`config.mk`:
```
export PLATFORM = sky130hd
export DESIGN_NAME = nvclk_divider
export DESIGN_NICKNAME = d
export VERILOG_FILES = /design/src/rtl/nvclk_pkg.sv /design/src/rtl/nvclk_cfg_reg.sv /design/src/rtl/nvclk_prescale.sv /design/src/rtl/nvclk_divcount.sv /design/src/rtl/nvclk_divider.sv
export SDC_FILE = /design/constraint.sdc
export NUM_CORES = 1
export LEC_CHECK = 0
export BUFFER_PORTS_ARGS = -buffer_cell sky130_fd_sc_hd__clkbuf_2
export CORE_UTILIZATION = 55
export CTS_BUF_LIST = sky130_fd_sc_hd__clkbuf_8
export CTS_CLUSTER_DIAMETER = 150
export CTS_CLUSTER_SIZE = 10
export DETAILED_ROUTE_END_ITERATION = 12
export PLACE_DENSITY = 0.86
export SYNTH_ARGS = -nofsm -noshare
export SYNTH_HDL_FRONTEND = slang
export SYNTH_SLANG_ARGS = --single-unit
```
`constraint.sdc`:
```
create_clock -name clk -period 2.7 [get_ports clk]
set_clock_uncertainty 0.15 [all_clocks]
set_input_delay 0.675 -clock clk [delete_from_list [all_inputs] [get_ports clk]]
set_output_delay 0.675 -clock clk [all_outputs]
set_load 0.02 [all_outputs]
```
`src/rtl/nvclk_pkg.sv`:
```
package nvclk_pkg;
  parameter int unsigned NV_DIV_W     = 6;
  parameter int unsigned NV_PRE_RATIO = 8;
  parameter int unsigned NV_ADDR_W    = 16;

  typedef enum logic {
    PRE_BYPASS = 1'b0,
    PRE_DIVIDE = 1'b1
  } pre_mode_e;
endpackage

```
`src/rtl/nvclk_cfg_reg.sv`:
```
module nvclk_cfg_reg
  import nvclk_pkg::*;
#(
  parameter int unsigned ADDR_W   = NV_ADDR_W,
  parameter int unsigned DIV_W    = NV_DIV_W,
  parameter logic [ADDR_W-1:0] REG_ADDR = '0
) (
  input  logic              clk,
  input  logic              rst,
  input  logic [ADDR_W-1:0] bus_addr,
  input  logic              bus_wr,
  input  logic [DIV_W:0]    bus_wdata,
  output logic [DIV_W+1:0]  bus_rdata,
  output logic              loaded,
  output pre_mode_e         pre_mode,
  output logic [DIV_W-1:0]  div_val
);
  logic hit;
  logic first_wr;

  assign hit      = (bus_addr == REG_ADDR);
  assign first_wr = hit && bus_wr && !loaded;

  always_ff @(posedge clk) begin
    if (rst) begin
      loaded   <= 1'b0;
      pre_mode <= PRE_BYPASS;
      div_val  <= '0;
    end else if (first_wr) begin
      loaded   <= 1'b1;
      pre_mode <= pre_mode_e'(bus_wdata[DIV_W]);
      div_val  <= bus_wdata[DIV_W-1:0];
    end
  end

  always_ff @(posedge clk) begin
    if (rst) begin
      bus_rdata <= '0;
    end else if (hit) begin
      bus_rdata <= {loaded, pre_mode, div_val};
    end else begin
      bus_rdata <= '0;
    end
  end
endmodule

```
`src/rtl/nvclk_prescale.sv`:
```
module nvclk_prescale
  import nvclk_pkg::*;
#(
  parameter int unsigned RATIO = NV_PRE_RATIO
) (
  input  logic      clk,
  input  logic      rst,
  input  logic      run,
  input  pre_mode_e mode,
  output logic      step
);
  generate
    if (RATIO <= 1) begin : g_none
      assign step = run;
    end else begin : g_count
      localparam int unsigned PW = $clog2(RATIO);
      localparam logic [PW-1:0] LAST = PW'(RATIO - 1);
      logic [PW-1:0] pcnt;
      logic          wrap;

      assign wrap = (pcnt == LAST);
      assign step = run && ((mode == PRE_BYPASS) || wrap);

      always_ff @(posedge clk) begin
        if (rst || !run || (mode == PRE_BYPASS)) begin
          pcnt <= '0;
        end else if (wrap) begin
          pcnt <= '0;
        end else begin
          pcnt <= pcnt + 1'b1;
        end
      end
    end
  endgenerate
endmodule

```
`src/rtl/nvclk_divcount.sv`:
```
module nvclk_divcount #(
  parameter int unsigned DIV_W = 6
) (
  input  logic             clk,
  input  logic             rst,
  input  logic             run,
  input  logic             step,
  input  logic [DIV_W-1:0] limit,
  output logic             tick
);
  logic [DIV_W-1:0] cnt;
  logic             at_end;

  assign at_end = (cnt == limit);

  always_ff @(posedge clk) begin
    if (rst || !run) begin
      cnt  <= '0;
      tick <= 1'b0;
    end else begin
      tick <= step && at_end;
      if (step) begin
        cnt <= at_end ? '0 : cnt + 1'b1;
      end
    end
  end
endmodule

```
`src/rtl/nvclk_divider.sv`:
```
module nvclk_divider
  import nvclk_pkg::*;
#(
  parameter int unsigned ADDR_W    = NV_ADDR_W,
  parameter int unsigned DIV_W     = NV_DIV_W,
  parameter int unsigned PRE_RATIO = NV_PRE_RATIO,
  parameter logic [ADDR_W-1:0] REG_ADDR = ADDR_W'(16'h0040)
) (
  input  logic              clk,
  input  logic              rst,
  input  logic [ADDR_W-1:0] bus_addr,
  input  logic              bus_wr,
  input  logic [DIV_W:0]    bus_wdata,
  output logic [DIV_W+1:0]  bus_rdata,
  output logic              tick,
  output logic              pgm_en
);
  logic             loaded;
  pre_mode_e        pre_mode;
  logic [DIV_W-1:0] div_val;
  logic             pre_step;

  nvclk_cfg_reg #(
    .ADDR_W  (ADDR_W),
    .DIV_W   (DIV_W),
    .REG_ADDR(REG_ADDR)
  ) i_cfg (
    .clk      (clk),
    .rst      (rst),
    .bus_addr (bus_addr),
    .bus_wr   (bus_wr),
    .bus_wdata(bus_wdata),
    .bus_rdata(bus_rdata),
    .loaded   (loaded),
    .pre_mode (pre_mode),
    .div_val  (div_val)
  );

  nvclk_prescale #(
    .RATIO(PRE_RATIO)
  ) i_pre (
    .clk (clk),
    .rst (rst),
    .run (loaded),
    .mode(pre_mode),
    .step(pre_step)
  );

  nvclk_divcount #(
    .DIV_W(DIV_W)
  ) i_div (
    .clk  (clk),
    .rst  (rst),
    .run  (loaded),
    .step (pre_step),
    .limit(div_val),
    .tick (tick)
  );

  assign pgm_en = loaded;
endmodule

```
==> Yosys cells after proc, flatten, opt, wreduce, memory -nomap -nowiden <==
Cells that the tools add are included.
Widths: inputs -> output; s select.
{ "word_totals": {"register_bits": 26, "word_cells": 25, "in_bits": 26, "output_inout_bits": 10} }
{ "op_classes": {"bitwise_logic": 2, "n_mux": 1, "eq_ne": 3, "reduce_logical": 10, "add_sub_neg": 2} }
{ "op_table": {"columns": ["op", "count"], "rows": [
  ["$eq 16x7->1 const B", 1],
  ["$add 6x1->6 const B", 1],
  ["$eq 6x6->1", 1],
  ["$mux 6", 1],
  ["$logic_and 1x1->1", 4],
  ["$reduce_or 2->1", 2],
  ["$add 3x1->3 const B", 1],
  ["$eq 3x3->1 const B", 1],
  ["$logic_or 1x1->1", 3],
  ["$not 1->1", 2],
  ["$logic_not 1->1", 1]
]} }

==> Longest topological paths before layout <==
{ "logic_depth": {"depth_word": 4, "depth_mapped": 7, "ltp_nobuf": 6} }

==> Cells and area by module <==
A second synthesis with hierarchy kept.
{ "unflattened": {"cells_unflattened": 108, "area_unflattened_um2": 1136.1} }
{ "modules_own_cells": {"columns": ["module", "area_each_um2", "cells_each", "instances", "seq_area_each_um2"], "rows": [
  ["nvclk_cfg_reg", 610.6, 59, 1, 320.3],
  ["nvclk_divcount", 392.9, 38, 1, 140.1],
  ["nvclk_prescale", 132.6, 11, 1, 60.1]
]} }

==> Worst setup path before layout <==
Ideal clock, no wire load.
{ "synth_path": {"path_kind": "input to register", "from": "input port bus_addr[10]", "to": "register i_cfg.div_val[0]", "t_arrival_ns": 1.448, "cell_stages": 4, "setup_ns": 0.122, "n_path_buf": 0, "slack_ns": 0.980, "t_required_ns": 2.428, "path_cell_list": "nor4_4 -> nand4_2 -> o21ai_0 -> a21oi_1"} }
{ "synth_via": {"elab_chain_len": 3} }
{ "synth_rtl": {"columns": ["element", "line_no", "text"], "rows": [
  ["start, declared", "nvclk_divider.sv:11", "input logic [ADDR_W-1:0] bus_addr,"],
  ["$eq 16x7->1", "nvclk_cfg_reg.sv:21", "assign hit = (bus_addr == REG_ADDR);"],
  ["$logic_and 1x1->1 (2 in series)", "nvclk_cfg_reg.sv:22", "assign first_wr = hit && bus_wr && !loaded;"],
  ["end signal, assigned", "nvclk_cfg_reg.sv:32", "div_val <= bus_wdata[DIV_W-1:0];"],
  ["end, declared", "nvclk_cfg_reg.sv:16", "output logic [DIV_W-1:0] div_val"]
]} }
No other way between the ends.
A chain may end at the register's enable or synchronous reset.

==> Final worst setup path <==
{ "layout_path": {"from": "register i_cfg.loaded", "to": "output port pgm_en"} }
{ "layout_rtl": {"columns": ["element", "line_no", "text"], "rows": [
  ["start, declared", "nvclk_cfg_reg.sv:14", "output logic loaded,"],
  ["start signal, assigned", "nvclk_cfg_reg.sv:26", "loaded <= 1'b0;"],
  ["start signal, assigned", "nvclk_cfg_reg.sv:30", "loaded <= 1'b1;"],
  ["end, declared", "nvclk_divider.sv:16", "output logic pgm_en"]
]} }
No word-level cell between the ends.

==> impl_metrics.env <==
export IMPL_hold_viol=0
export IMPL_dr_total_vias=904
export IMPL_drt_iter0_drc=20
export IMPL_syn_nets=139
export IMPL_cts_resized=0
export IMPL_vias_per_cell=5.35
export IMPL_rsz0062_at_grt="no"
export IMPL_synthArstFlopShare_pct=0
export IMPL_synth_top_cells_by_count="dfxtp_1, and2_1, nand3_1"
export IMPL_hold_path_class="reg2reg"
export IMPL_dp_hpwl_um=1710
export IMPL_power_density_nw_per_um2=493
export IMPL_worst_path_largest_cell_delay_ns=0.57
export IMPL_io_pins=36
export IMPL_cellLeakagePower_uw=0.000568
export IMPL_remaining_drc_errors=0
export IMPL_setup_worst_path_start_class="flop"
export IMPL_cp_max_fo=11
export IMPL_synth_top_area_share_pct=46.6
export IMPL_drv_slew=0
export IMPL_area_delta_synth_final_pct=20.9
export IMPL_fmax_mhz=525
export IMPL_synthMuxAreaShare_pct=0.896
export IMPL_crit_path_end_kind="output pin"
export IMPL_run_status="complete, no violations"
export IMPL_die_h_um=47.1
export IMPL_ys_seq_elements=26
export IMPL_arrival_ns=1.08
export IMPL_synth_fa_ha_area_share_pct=3.36
export IMPL_synth_top_flop_cell="dfxtp_1"
export IMPL_synth_cell_types=27
export IMPL_grt_pass1_wl_um=3840
export IMPL_clock_path_buffers=2
export IMPL_ys_seq_area_share_pct=46.6
export IMPL_grt_util_met2_pct=43.6
export IMPL_numPortBuffers=35
export IMPL_die_w_um=47.1
export IMPL_cts_clk_slew_worst_paths_ns=0.09
export IMPL_dieArea_um2=2220
export IMPL_syn_inst=110
export IMPL_grt_use_met3_pct=4.62
export IMPL_ys_top_cells_by_area="dfxtp_1, and2_1, nor4_4, xnor2_1, nand3_1"
export IMPL_grt_max_degree=15
export IMPL_antenna_found_initial=0
export IMPL_first_pass_iters=4
export IMPL_wl_per_cell_um=13.2
export IMPL_grt_overflow_total=0
export IMPL_setup_viol=0
export IMPL_gp_congestion=0.812
export IMPL_cts_root_buf="clkbuf_8"
export IMPL_synth_compound_area_share_pct=7.39
export IMPL_cts_sinks=26
export IMPL_diodes=0
export IMPL_syn_avg_cell_area_um2=10.2
export IMPL_synth_most_common_cell="dfxtp_1"
export IMPL_worst_pin_slew_ns=0.476
export IMPL_grt_busiest_layer="met2"
export IMPL_synth_top_family_by_area="simple AND/OR/NAND/NOR gates"
export IMPL_ys_warn_count=0
export IMPL_min_period_over_period_pct=70.5
export IMPL_syn_area_um2=1120
export IMPL_max_cap_viol_count=0
export IMPL_synth_edff_count=0
export IMPL_required_ns=1.88
export IMPL_final_area_um2=1350
export IMPL_period_needed_ns=1.90
export IMPL_cp_num_buf_inv=1
export IMPL_grt_use_total_pct=25.1
export IMPL_start_util_pct=61.4
export IMPL_num_nets_final=174
export IMPL_cts_buffers=3
export IMPL_relSlewSlack_pct=68.2
export IMPL_drive_gt1_share_pct=31.9
export IMPL_setup_tns_ns=0
export IMPL_ant_nets=0
export IMPL_holdBufCountCts=0
export IMPL_synthXorXnorAreaFrac_pct=8.62
export IMPL_cts_tree="built"
export IMPL_synth_top_area_cell="dfxtp_1"
export IMPL_vdd_drop_max_mv=0.326
export IMPL_synth_simple_area_share_pct=30.7
export IMPL_cp_top_family="flip-flops"
export IMPL_path_class="reg2out"
export IMPL_grt_use_met1_pct=30.3
export IMPL_grt_pass1_vias=856
export IMPL_clock_latency_ns=0.27
export IMPL_routed_wl_um=2230
export IMPL_htree_num_levels=1
export IMPL_cp_slowest_cell="dfxtp_1"
export IMPL_cp_cell_sequence="clkbuf_2"
export IMPL_placed_area_um2=1300
export IMPL_post_cts_repair_setup_buffers=0
export IMPL_core_um2=1820
export IMPL_rows=15
## cell type report
class | count | area (µm²)
multi-input cells | 79 | 569
flip-flops and latches | 26 | 520
fillers | 136 | 469
repair buffers | 35 | 175
clock buffers | 4 | 55.1
well taps | 25 | 31.3
## power breakdown
group          switching [µW]  internal (µW)
Clock                     116            130
Sequential            0.00158            383
Combinational            18.9           17.7
Total                     135            531
## flip-flops by register name, indices dropped and copies added (netlist names)
name and flops:
i_cfg.bus_rdata 8, i_cfg.div_val 6, i_cfg.loaded 1, i_cfg.pre_mode 1, i_div.cnt 6, i_div.tick 1, i_pre.g_count.pcnt 3
## layer usage
| layer | wire length, µm | share of wire [%] |
|---|---|---|
| met1 | 967 | 43 |
| met2 | 1160 | 52 |
| met3 | 78 | 3.5 |
| met4 | 27 | 1.2 |
| met5 | 0 | 0 |
## cell families (layout without fill, tap and decap cells)
family / Yosys count / count (layout)
AO/OA/AOI/OAI: 16 / 16
multiplexers: 1 / 1
adder cells (fa/ha/maj): 3 / 3
buffers and inverters: 5 / 39
AND/OR/NAND/NOR: 48 / 48
flip-flops: 26 / 26
XOR/XNOR: 11 / 11
## worst paths after layout
path / startpoint / end / slack, ns / depth (start not counted)
worst max-delay path: i_cfg.loaded / pgm_en / 0.80 / 1
worst min-delay path: i_pre.g_count.pcnt[0] / i_pre.g_count.pcnt[0] / 0.28 / 1
worst max register to register: i_pre.g_count.pcnt[0] / i_div.cnt[0] / 0.83 / 6
worst min register to register: i_pre.g_count.pcnt[0] / i_pre.g_count.pcnt[0] / 0.28 / 1
## layout by cell type, fill, tap and decap left out
cell type and instances:
dfxtp_1 26, nor2_1 8, and3_1 1, xor2_1 5, nor3_1 2, xnor2_1 6
nand2b_1 2, and2_1 11, nor4_4 3, o21ai_0 5, or2b_2 1, mux2i_1 1
clkbuf_8 4, nand2_1 1, nor2_4 1, a21o_1 1, ha_1 3, nand4_1 4
nor2b_1 2, a21oi_1 7, and4_1 1, nand3_1 9, clkbuf_2 35, nand4_2 1
o21ai_1 3, nor4b_4 1
## per-stage QoR
step	utilization [%]	power (µW)	instances	setup slack, ns	hold slack (ns)
floorplan	-	403	110	0.980	0.258
finish	74.2	666	169	0.797	0.284
global placement	71.2	427	165	0.758	0.272
global route	74.2	692	169	0.693	0.310
CTS	74.2	670	169	0.808	0.290
detailed placement	71.2	428	165	0.683	0.277
Power figures use the tool's default switching activity.
